==> src/rtl/bsz_pkg.sv <==
// Package: shared types and constants for the dynamic bus sizing unit.
// Assumes a bus made of exactly two byte lanes.
package bsz_pkg;

    localparam int NLANE = 2;

    // Bus cycle phase: idle, address clock, data clock(s).
    typedef enum logic [1:0] {
        ST_IDLE = 2'd0,
        ST_T1   = 2'd1,
        ST_T2   = 2'd2
    } bsz_state_e;

    // Lane enable codes, active low, bit 0 = lane [7:0].
    localparam logic [NLANE-1:0] BE_BOTH = 2'b00;
    localparam logic [NLANE-1:0] BE_HIGH = 2'b01;
    localparam logic [NLANE-1:0] BE_LOW  = 2'b10;
    localparam logic [NLANE-1:0] BE_NONE = 2'b11;

endpackage

==> src/rtl/bsz_seq.sv <==
// Module: bsz_seq
// Cycle sequencer. It takes a request when idle, runs one or two bus
// cycles (T1 then T2 until ready) and decides after the first cycle
// whether a second, high-byte cycle at address+1 is needed. It samples the
// narrow-target report in T1 and emits a registered completion pulse.
// Assumes ext_narrow is valid in T1 and ext_ready is meaningful in T2.
module bsz_seq
    import bsz_pkg::*;
#(
    parameter int ADDR_W = 24
) (
    input  logic              clk,
    input  logic              rst_n,
    input  logic              req_valid,
    input  logic              req_write,
    input  logic              req_word,
    input  logic [ADDR_W-1:0] req_addr,
    input  logic              ext_narrow,
    input  logic              ext_ready,
    output bsz_state_e        state,
    output logic              part,
    output logic              narrow_q,
    output logic              write_q,
    output logic              word_q,
    output logic [ADDR_W-1:0] cur_addr,
    output logic              accept,
    output logic              cyc_end,
    output logic              done
);

    logic [ADDR_W-1:0] base_q;
    logic              need_second;

    // Request taken only while idle.
    always_comb accept = req_valid && (state == ST_IDLE);

    // A bus cycle ends at a T2 edge with ready high.
    always_comb cyc_end = (state == ST_T2) && ext_ready;

    // A second cycle follows a word's first cycle if odd or narrow.
    always_comb need_second = word_q && !part && (base_q[0] || narrow_q);

    // Address of the running cycle: base, or base+1 for the high byte.
    always_comb cur_addr = part ? base_q + ADDR_W'(1) : base_q;

    // Phase register: idle -> T1 -> T2 (held until ready).
    always_ff @(posedge clk) begin
        if (!rst_n) begin
            state <= ST_IDLE;
        end else begin
            case (state)
                ST_IDLE: if (accept) state <= ST_T1;
                ST_T1:   state <= ST_T2;
                ST_T2:   if (ext_ready) state <= need_second ? ST_T1 : ST_IDLE;
                default: state <= ST_IDLE;
            endcase
        end
    end

    // Request attributes latched on acceptance.
    always_ff @(posedge clk) begin
        if (!rst_n) begin
            base_q  <= '0;
            write_q <= 1'b0;
            word_q  <= 1'b0;
        end else if (accept) begin
            base_q  <= req_addr;
            write_q <= req_write;
            word_q  <= req_word;
        end
    end

    // Which half of the request the current cycle moves.
    always_ff @(posedge clk) begin
        if (!rst_n) begin
            part <= 1'b0;
        end else if (accept) begin
            part <= 1'b0;
        end else if (cyc_end && need_second) begin
            part <= 1'b1;
        end
    end

    // Narrow-target report captured in the address clock.
    always_ff @(posedge clk) begin
        if (!rst_n) begin
            narrow_q <= 1'b0;
        end else if (state == ST_T1) begin
            narrow_q <= ext_narrow;
        end
    end

    // One-clock completion pulse after the final cycle.
    always_ff @(posedge clk) begin
        if (!rst_n) begin
            done <= 1'b0;
        end else begin
            done <= cyc_end && !need_second;
        end
    end

endmodule

==> src/rtl/bsz_lane.sv <==
// Module: bsz_lane
// Lane steering for writes and lane enables. It holds the write word,
// builds the active-low lane enables (wide guess in T1, narrow-corrected
// in T2) and places write bytes on the lanes. A byte is replicated on both
// lanes so that it is on lane [7:0] whichever width the target reports.
// Assumes a two-lane bus.
module bsz_lane
    import bsz_pkg::*;
#(
    parameter int LANE_W = 8
) (
    input  logic                    clk,
    input  logic                    rst_n,
    input  logic                    accept,
    input  logic [NLANE*LANE_W-1:0] req_wdata,
    input  logic                    active,
    input  logic                    in_t2,
    input  logic                    word_q,
    input  logic                    part,
    input  logic                    addr0,
    input  logic                    narrow_q,
    output logic [NLANE-1:0]        be_n,
    output logic [NLANE*LANE_W-1:0] dout
);

    localparam int DATA_W = NLANE * LANE_W;

    logic [DATA_W-1:0] wdata_q;
    logic              full;
    logic [NLANE-1:0]  wide_be;
    logic [LANE_W-1:0] byte_sel;

    // Write word held for the whole request.
    always_ff @(posedge clk) begin
        if (!rst_n) begin
            wdata_q <= '0;
        end else if (accept) begin
            wdata_q <= req_wdata;
        end
    end

    // Cycle may carry the whole word (even word, first half).
    always_comb full = word_q && !part && !addr0;

    // Lane enables assuming a 16-bit target.
    always_comb begin
        if (full)       wide_be = BE_BOTH;
        else if (addr0) wide_be = BE_HIGH;
        else            wide_be = BE_LOW;
    end

    // Final enables: none idle, lower lane once a narrow target is known.
    always_comb begin
        if (!active)                be_n = BE_NONE;
        else if (in_t2 && narrow_q) be_n = BE_LOW;
        else                        be_n = wide_be;
    end

    // Byte moved by a byte cycle: upper byte in the second half.
    always_comb byte_sel = part ? wdata_q[LANE_W +: LANE_W] : wdata_q[0 +: LANE_W];

    // Per-lane write data: word lanes when full, else the byte everywhere.
    for (genvar i = 0; i < NLANE; i++) begin : g_lane
        assign dout[i*LANE_W +: LANE_W] = full ? wdata_q[i*LANE_W +: LANE_W] : byte_sel;
    end

endmodule

==> src/rtl/bsz_gather.sv <==
// Module: bsz_gather
// Read data assembly. At the end of each read cycle it takes either the
// full bus word (wide, even, first half) or one byte from the lane the
// cycle used, and stores it in the low or high half of the result. It
// clears the result when a request is taken, so byte reads return zero in
// the upper half. Assumes a two-lane bus.
module bsz_gather
    import bsz_pkg::*;
#(
    parameter int LANE_W = 8
) (
    input  logic                    clk,
    input  logic                    rst_n,
    input  logic                    accept,
    input  logic                    cyc_end,
    input  logic                    write_q,
    input  logic                    word_q,
    input  logic                    part,
    input  logic                    addr0,
    input  logic                    narrow_q,
    input  logic [NLANE*LANE_W-1:0] din,
    output logic [NLANE*LANE_W-1:0] rdata
);

    logic [LANE_W-1:0] lo_q;
    logic [LANE_W-1:0] hi_q;
    logic [LANE_W-1:0] pick;
    logic              take_word;

    // Whole word arrives in one wide cycle.
    always_comb take_word = word_q && !part && !addr0 && !narrow_q;

    // Byte lane used: upper only for an odd address on a wide target.
    always_comb pick = (!narrow_q && addr0) ? din[LANE_W +: LANE_W] : din[0 +: LANE_W];

    // Result halves: cleared on acceptance, filled at read cycle ends.
    always_ff @(posedge clk) begin
        if (!rst_n) begin
            lo_q <= '0;
            hi_q <= '0;
        end else if (accept) begin
            lo_q <= '0;
            hi_q <= '0;
        end else if (cyc_end && !write_q) begin
            if (take_word) begin
                lo_q <= din[0 +: LANE_W];
                hi_q <= din[LANE_W +: LANE_W];
            end else if (part) begin
                hi_q <= pick;
            end else begin
                lo_q <= pick;
            end
        end
    end

    // Assembled result towards the CPU side.
    always_comb rdata = {hi_q, lo_q};

endmodule

==> src/rtl/dyn_bus_sizer.sv <==
// Module: dyn_bus_sizer
// Top of the dynamic bus sizing unit. It connects the sequencer, the lane
// steering and the read assembly, and drives the strobes. Each request
// becomes one or two external cycles, depending on address parity and on
// the per-cycle narrow-target report. Assumes wait states come from outside
// through ext_ready.
module dyn_bus_sizer
    import bsz_pkg::*;
#(
    parameter int ADDR_W = 24,
    parameter int LANE_W = 8
) (
    input  logic                    clk,
    input  logic                    rst_n,
    input  logic                    req_valid,
    input  logic                    req_write,
    input  logic                    req_word,
    input  logic [ADDR_W-1:0]       req_addr,
    input  logic [NLANE*LANE_W-1:0] req_wdata,
    output logic                    req_busy,
    output logic                    req_done,
    output logic [NLANE*LANE_W-1:0] req_rdata,
    output logic [ADDR_W-1:0]       ext_addr,
    output logic                    ext_astb,
    output logic                    ext_rd_n,
    output logic                    ext_wr_n,
    output logic [NLANE-1:0]        ext_be_n,
    output logic [NLANE*LANE_W-1:0] ext_dout,
    output logic                    ext_doe,
    input  logic [NLANE*LANE_W-1:0] ext_din,
    input  logic                    ext_narrow,
    input  logic                    ext_ready
);

    bsz_state_e        state;
    logic              part;
    logic              narrow_q;
    logic              write_q;
    logic              word_q;
    logic [ADDR_W-1:0] cur_addr;
    logic              accept;
    logic              cyc_end;
    logic              active;
    logic              in_t2;

    bsz_seq #(.ADDR_W(ADDR_W)) u_seq (
        .clk        (clk),
        .rst_n      (rst_n),
        .req_valid  (req_valid),
        .req_write  (req_write),
        .req_word   (req_word),
        .req_addr   (req_addr),
        .ext_narrow (ext_narrow),
        .ext_ready  (ext_ready),
        .state      (state),
        .part       (part),
        .narrow_q   (narrow_q),
        .write_q    (write_q),
        .word_q     (word_q),
        .cur_addr   (cur_addr),
        .accept     (accept),
        .cyc_end    (cyc_end),
        .done       (req_done)
    );

    // Phase decodes shared by the strobes and the lane logic.
    always_comb begin
        active = (state != ST_IDLE);
        in_t2  = (state == ST_T2);
    end

    bsz_lane #(.LANE_W(LANE_W)) u_lane (
        .clk       (clk),
        .rst_n     (rst_n),
        .accept    (accept),
        .req_wdata (req_wdata),
        .active    (active),
        .in_t2     (in_t2),
        .word_q    (word_q),
        .part      (part),
        .addr0     (cur_addr[0]),
        .narrow_q  (narrow_q),
        .be_n      (ext_be_n),
        .dout      (ext_dout)
    );

    bsz_gather #(.LANE_W(LANE_W)) u_gather (
        .clk      (clk),
        .rst_n    (rst_n),
        .accept   (accept),
        .cyc_end  (cyc_end),
        .write_q  (write_q),
        .word_q   (word_q),
        .part     (part),
        .addr0    (cur_addr[0]),
        .narrow_q (narrow_q),
        .din      (ext_din),
        .rdata    (req_rdata)
    );

    // Bus strobes and handshake outputs.
    always_comb begin
        req_busy = active;
        ext_addr = cur_addr;
        ext_astb = (state == ST_T1);
        ext_rd_n = !(active && !write_q);
        ext_wr_n = !(active && write_q);
        ext_doe  = active && write_q;
    end

endmodule

==> config.mk <==
export PLATFORM = sky130hd
export DESIGN_NAME = dyn_bus_sizer
export DESIGN_NICKNAME = d
export VERILOG_FILES = /design/src/rtl/bsz_pkg.sv /design/src/rtl/bsz_seq.sv /design/src/rtl/bsz_lane.sv /design/src/rtl/bsz_gather.sv /design/src/rtl/dyn_bus_sizer.sv
export SDC_FILE = /design/constraint.sdc
export NUM_CORES = 1
export LEC_CHECK = 0
export CAP_MARGIN = 5
export CORE_UTILIZATION = 35
export CTS_BUF_LIST = sky130_fd_sc_hd__clkbuf_2 sky130_fd_sc_hd__clkbuf_4 sky130_fd_sc_hd__clkbuf_8
export CTS_CLUSTER_DIAMETER = 40
export DETAILED_ROUTE_END_ITERATION = 16
export PLACE_DENSITY_LB_ADDON = 0.2
export SYNTH_ARGS = -nofsm -noshare
export SYNTH_HDL_FRONTEND = slang
export SYNTH_HIERARCHICAL = 1
export SYNTH_SLANG_ARGS = --single-unit
==> constraint.sdc <==
create_clock -name clk -period 2.2 [get_ports clk]
set_clock_uncertainty 0.05 [all_clocks]
set_input_delay 0.22 -clock clk [delete_from_list [all_inputs] [get_ports clk]]
set_output_delay 0.22 -clock clk [all_outputs]
set_load 0.01 [all_outputs]
==> flow_metrics.tcl, run 1 <==
set metrics [dict create \
    rows 35 \
    setup_viol 18 \
    grt_pass1_vias 3330 \
    endpoint_kind "output pin" \
    initial_utilization 0.367 \
    drc 0 \
    grt_overflow 0 \
    startpoint "u_seq/base_q[1]" \
    fin_cells 698 \
    ys_types 49 \
    grt_usage 0.205 \
    root_buffer "clkbuf_8" \
    cp_slowest_cell "dfxtp_4" \
    drt_iter0_markers 157 \
    io-pin-count 127 \
    final_area_mm2 0.00556 \
    ant_nets 0 \
    dpl_cell_area_mm2 0.00502 \
    design_power_total_uw 2900 \
    path_max_fanout 3 \
    viasPerCell 4.91 \
    syn_to_final_growth_pct 61.9 \
    placed_cells 664 \
    antenna_found_initial 0 \
    cp.arrival_ps 2080 \
    synth_top_area_frac 0.367 \
    wirelength_mm 10.6 \
    dpl.hpwl_mm 7.18 \
    fin_crit_sh 1.07 \
    fp.coreArea_mm2 0.00937 \
    wl_per_cell_um 15.2 \
    cts_tree "built" \
    fin_ws_ps -152 \
    vdd_drop_max_v 0.000305 \
    clk_latency_ps 330 \
    drt-pass1-iter-count 7 \
    worst_pin_slew_ps 473 \
    async_flop_share 0 \
    cp.required_ps 1930 \
    synth_ff_type "dfxtp_1" \
    die_w_um 101 \
    dieHeight_um 101 \
    die-area_mm2 0.0102 \
    power.density_mw_per_mm2 521 \
    start_kind "register" \
    num_antenna_cells 0 \
    critPathKind "register to output pin" \
    cts.sinks 63 \
    status "finished, violations left" \
    fin_crit_ps 2350 \
    p_leak_uw 0.00239 \
    grt_max_degree 28 \
    rsz0062_at_grt "true" \
    min_from "req_addr[11]" \
    cts_inserted_buffers 9 \
    avgSynthCellArea_um2 8.68 \
    gp_congestion 0.911 \
    clockBufferDepth 2 \
    synth-edff-count 0 \
    hold_path_class "input port to register" \
    yosysSeqAreaShare 0.367 \
    grt_pass1_wl_mm 16.5 \
    slew_headroom 0.683 \
    synth-seq-cells 63 \
    critical_path.max_stage_delay_ps 370 \
    clk_pin_slew_ps 70 \
    yosys_warnings 6 \
    r2r_start "u_seq/base_q[0]" \
    io_buffers 126 \
    synthTopCellsByArea "dfxtp_1, nand2_1, mux2_2" \
    finish.utilization 0.594 \
    hold_violations 0 \
    maxSlewViolCount 0 \
    num_vias 3425 \
    htreeDepth 3 \
    tns_ps -1380 \
    violations "negative setup slack" \
    critical_path_buf_inv_count 3 \
    critical_path.top_delay_family "simple AND/OR/NAND/NOR gates" \
    yosys.area.top_type "dfxtp_1" \
    fin_nets 630 \
    cp_cell_sequence "ha_4 > nand4_1 > buf_4 > nor4_4 > buf_4 > nand4_1 > xnor2_1 > buf_2" \
    syn_nets 460 \
    postCtsHoldBufs 0 \
    drive_above_1_share 0.260 \
    syn_inst 396 \
    fmax_mhz 425 \
    drv_cap 0 \
    syn-cell-area_mm2 0.00344 \
]
[per-stage QoR]
| step | hold WS, ps | worst slack, ps |
|---|---|---|
| floorplan | 298 | 110 |
| global placement | 424 | -219 |
| detailed placement | 435 | -232 |
| CTS | 372 | -126 |
| global route | 374 | -276 |
| finish | 373 | -152 |
[synthesized netlist by cell type, drive strengths merged (8+ instances only)]
cell,count
nand2,83
dfxtp,63
nor2b,27
a21boi,26
mux2,17
mux2i,17
nor2,17
a311oi,16
buf,14
nand3,14
xor2,13
clkbuf,11
o21ai,11
xnor2,10
a211oi,8
[layer usage]
layer	wire, um	global-route usage
met1	4680	0.260
met2	5100	0.340
met3	672	0.0562
met4	158	0.0546
met5	0	0
[power by group]
part	switching, uW	leakage, uW	internal [uW]
combinational	285	0.00178	375
sequential	55.6	0.000519	1200
clock	448	0.0000940	538
total	789	0.00239	2110
[cell type report]
cell class                 instances  area (um2)
timing repair buffer             184        1730
sequential                        63        1280
clock buffer                      10         138
inverter                           6        22.5
clock inverter                     4        47.5
fill                             863        3810
tap                              129         161
multi-input combinational        302        2190
[flip-flops by register name, summed over array words and instances (netlist names)]
signal,cells
u_seq/state,2
u_gather/lo_q,8
u_seq/done,1
u_seq/write_q,1
u_gather/hi_q,8
u_seq/narrow_q,1
u_lane/wdata_q,16
u_seq/base_q,24
u_seq/word_q,1
u_seq/part,1
[repair_timing]
action                     4_1_cts  5_1_grt
setup endpoints to repair       37       36
gates resized for setup        123       46
pin swaps                       10       19
buffers inserted                12        8
[tightest hold or removal path, delay by kind of cell]
family | cells | cell delay [ps]
buf+inv | 1 | 390
simple gates | 1 | 50
compound gates | 1 | 50
[kinds of logic (layout without fill, tap and decap cells)]
group	Yosys count	after routing	share of synthesized area
compound gates	68	68	0.150
xor+xnor	23	23	0.0586
fa+ha+maj	1	1	0.00364
buf+inv	31	204	0.0484
flops	63	63	0.367
mux	34	34	0.105
simple gates	176	176	0.267
[final timing paths]
| kind | endpoint | slack, ps | cells past startpoint |
|---|---|---|---|
| worst max register to register | u_gather/hi_q[1] | 100 | 8 |
| worst min-delay path | u_seq/base_q[11] | 370 | 3 |
| worst max-delay path | ext_addr[20] | -150 | 8 |
| worst min register to register | u_seq/base_q[21] | 440 | 2 |
[cell usage in the layout (no fill, tap or decap), types with 5 or more instances in the layout]
| cell | count |
|---|---|
| dfxtp_2 | 7 |
| nor2_1 | 11 |
| o21ai_0 | 11 |
| nor2_4 | 5 |
| mux2_2 | 9 |
| clkbuf_8 | 10 |
| buf_2 | 15 |
| xor2_1 | 12 |
| nand3_1 | 13 |
| buf_4 | 45 |
| mux2i_1 | 17 |
| buf_6 | 17 |
| nor2b_1 | 27 |
| a311oi_1 | 16 |
| a21boi_0 | 22 |
| xnor2_1 | 10 |
| a211oi_1 | 8 |
| nand4_1 | 5 |
| mux2_4 | 8 |
| dlymetal6s2s_1 | 6 |
| nand2_1 | 83 |
| clkdlybuf4s50_1 | 94 |
| dfxtp_1 | 54 |
(Power assumes the default switching activity.)
==> run 2: changes to the inputs <==
--- a/config.mk
+++ b/config.mk
@@ -5,9 +5,9 @@
 export SDC_FILE = /design/constraint.sdc
 export NUM_CORES = 1
 export LEC_CHECK = 0
-export CAP_MARGIN = 5
+export CAP_MARGIN = 20
 export CORE_UTILIZATION = 35
-export CTS_BUF_LIST = sky130_fd_sc_hd__clkbuf_2 sky130_fd_sc_hd__clkbuf_4 sky130_fd_sc_hd__clkbuf_8
+export CTS_BUF_LIST = sky130_fd_sc_hd__clkbuf_4 sky130_fd_sc_hd__clkbuf_8 sky130_fd_sc_hd__clkbuf_16
 export CTS_CLUSTER_DIAMETER = 40
 export DETAILED_ROUTE_END_ITERATION = 16
 export PLACE_DENSITY_LB_ADDON = 0.2
==> results of run 2 <==
The final DEF is identical to that of run 1; final timing and power are the same.
==> run 3: changes to the inputs <==
--- a/config.mk
+++ b/config.mk
@@ -5,6 +5,7 @@
 export SDC_FILE = /design/constraint.sdc
 export NUM_CORES = 1
 export LEC_CHECK = 0
+export ABC_CLOCK_PERIOD_IN_PS = 2200
 export CAP_MARGIN = 20
 export CORE_UTILIZATION = 35
 export CTS_BUF_LIST = sky130_fd_sc_hd__clkbuf_4 sky130_fd_sc_hd__clkbuf_8 sky130_fd_sc_hd__clkbuf_16
@@ -13,5 +14,4 @@
 export PLACE_DENSITY_LB_ADDON = 0.2
 export SYNTH_ARGS = -nofsm -noshare
 export SYNTH_HDL_FRONTEND = slang
-export SYNTH_HIERARCHICAL = 1
 export SYNTH_SLANG_ARGS = --single-unit
==> run 3 against run 2 <==
The flow now finishes without violations; critical endpoint is now ext_dout[7]; maximum frequency rose by 11%; clock power increased by 19%; via count down 8.9%; sequential cell count unchanged.
==> flow_metrics.tcl, run 3 <==
set metrics [dict create \
    status "complete, no violations" \
    yosys-top-cells-count "nand2_1, dfxtp_1, a21boi_0, nor2_1" \
    drc 0 \
    critPathKind "register to output pin" \
    synth_top_area_frac 0.395 \
    wl_per_cell_um 14.1 \
    power_switching_uw 739 \
    synth-seq-cells 63 \
    r2r_start "u_seq.base_q[0]" \
    drive_above_1_share 0.205 \
    start_kind "register" \
    syn-cell-area_mm2 0.00320 \
    p_seq_frac 0.417 \
    cp.arrival_ps 1840 \
    hold_path_class "input port to register" \
    drt_iter0_markers 55 \
    cts.sinks 63 \
    hold_violations 0 \
    grt_overflow 0 \
    cts_tree "built" \
    worst_pin_slew_ps 494 \
    num_vias 3119 \
    top_layer "met4" \
    regToRegSetupSlack_ps 270 \
    gp_congestion 0.751 \
    drv_cap 0 \
    layout_common_cells "nand2_1, clkdlybuf4s50_1, dfxtp_1, a21boi_0, buf_4" \
    yosysMostFrequentCell "nand2_1" \
    htreeDepth 3 \
    die-area_mm2 0.00952 \
    top_regs "u_seq.base_q x24, u_lane.wdata_q x16" \
    avgSynthCellArea_um2 8.45 \
    synth_ff_type "dfxtp_1" \
    grt_pass1_vias 3078 \
    yosys_warnings 0 \
    power_frac_comb 0.192 \
    antenna_found_initial 0 \
    setup_viol 0 \
    hold_depth 3 \
    viasPerCell 4.84 \
    min_from "req_wdata[12]" \
    largest_reg_flops 24 \
    r2r_cells 6 \
    placed_cells 620 \
    r2r_end "u_gather.hi_q[4]" \
    pwr-share-clk 0.391 \
    io-pin-count 127 \
    ys_types 39 \
    postCtsHoldBufs 0 \
    fin_cells 645 \
    clk_latency_ps 340 \
    final_common_cell "nand2_1" \
    fin_crit_ps 2110 \
    met2_length_mm 4.34 \
    wirelength_mm 9.09 \
    power.internal_uw 2240 \
    num_antenna_cells 0 \
    rows 34 \
    regMostFlops "u_seq.base_q" \
    yosysSeqAreaShare 0.395 \
    cts_inserted_buffers 9 \
    clk_pin_slew_ps 70 \
    initial_utilization 0.365 \
    met3_length_um 417 \
    grt_usage 0.194 \
    power.density_mw_per_mm2 587 \
    syn_to_final_growth_pct 58.8 \
    async_flop_share 0 \
    p_sw_frac 0.248 \
    syn_inst 378 \
    synth-edff-count 0 \
    fin_crit_sh 0.961 \
    ant_nets 0 \
    wl_met1_mm 4.18 \
    fp.coreArea_mm2 0.00876 \
    synthTopCellsByArea "dfxtp_1, nand2_1, a21boi_0" \
    endpoint_kind "output pin" \
    drt-pass1-iter-count 5 \
    dieHeight_um 97.6 \
    io_buffers 126 \
    path_max_fanout 10 \
    cp.required_ps 1930 \
    fin_nets 596 \
    syn_nets 442 \
    tns_ps 0 \
    whs_endpoint "u_lane.wdata_q[12]" \
    p_leak_uw 0.00205 \
    vdd_drop_max_v 0.000260 \
    die_w_um 97.6 \
    slew_headroom 0.670 \
    grt_max_degree 25 \
    fmax_mhz 473 \
    dpl.hpwl_mm 6.60 \
    grt_pass1_wl_mm 14.9 \
    whs_ps 384 \
    maxSlewViolCount 0 \
    yosys.area.top_type "dfxtp_1" \
    root_buffer "clkbuf_8" \
    clockBufferDepth 2 \
]
[run 3: critical path, stage by stage (launching register included)]
cell and delay (ps):
dfxtp_1 350, buf_6 170, buf_6 160, mux2_2 340, clkdlybuf4s50_1 490
[run 3: timing repair]
action	in CTS	in global routing
buffers inserted	4	5
pin swaps	0	3
resized for setup	44	40
endpoints found under the setup margin	28	32
[run 3: kinds of logic (layout without fill, tap and decap cells)]
family / Yosys count / after routing / share of synthesized area
AOI/OAI and AO/OA: 66 / 66 / 0.161
DFF: 63 / 63 / 0.395
buffers and inverters: 31 / 190 / 0.0435
xor gates and xnor gates: 23 / 23 / 0.0630
adders and majority gates: 1 / 1 / 0.00391
and+or+nand+nor: 160 / 160 / 0.220
muxes: 34 / 34 / 0.113
[run 3: worst max-delay path by stage]
stage / from / end / slack (ps) / cells past startpoint
global route: u_seq.base_q[0] / ext_addr[16] / -10 / 7
detailed placement: u_seq.base_q[1] / ext_addr[19] / -2 / 5
floorplan: u_seq.part / ext_addr[19] / 390 / 5
global placement: u_seq.base_q[6] / ext_addr[19] / 60 / 5
CTS: u_seq.base_q[1] / ext_addr[16] / -30 / 7
finish: u_seq.part / ext_dout[7] / 90 / 4
[run 3: cell type report]
cell class,instances,area [um2]
clock buffers,13,166
clock inverters,3,65.1
fillers,817,3690
inverters,9,33.8
multi-input cells,284,1900
flip-flops and latches,63,1260
well taps,108,135
repair buffers,165,1520
[run 3: metal layers]
| layer | vias to the layer above | GRT usage |
|---|---|---|
| met2 | 90 | 0.321 |
| met5 | - | 0 |
| met1 | 1429 | 0.246 |
| met4 | 0 | 0.0724 |
| li1 | 1589 | - |
| met3 | 11 | 0.0410 |
[run 3: per-stage QoR]
step	instance area [um2]	worst slack, ps	util	total power [uW]
final	5080	85.5	0.579	2980
after global placement	4710	63.4	0.538	1840
after global routing	5080	-10.9	0.579	3130
after floorplan	3200	385	-	1530
after CTS	5000	-33.0	0.571	3000
after detailed placement	4710	-1.87	0.538	1850
[run 3: power by group through the flow]
stage                     Sequential [uW]  Combinational [uW]  Clock (uW)
after detailed placement             1270                 583           0
after CTS                            1240                 572        1190
after global placement               1260                 577           0
after global routing                 1250                 623        1250
final                                1240                 572        1170
after floorplan                      1260                 261           0
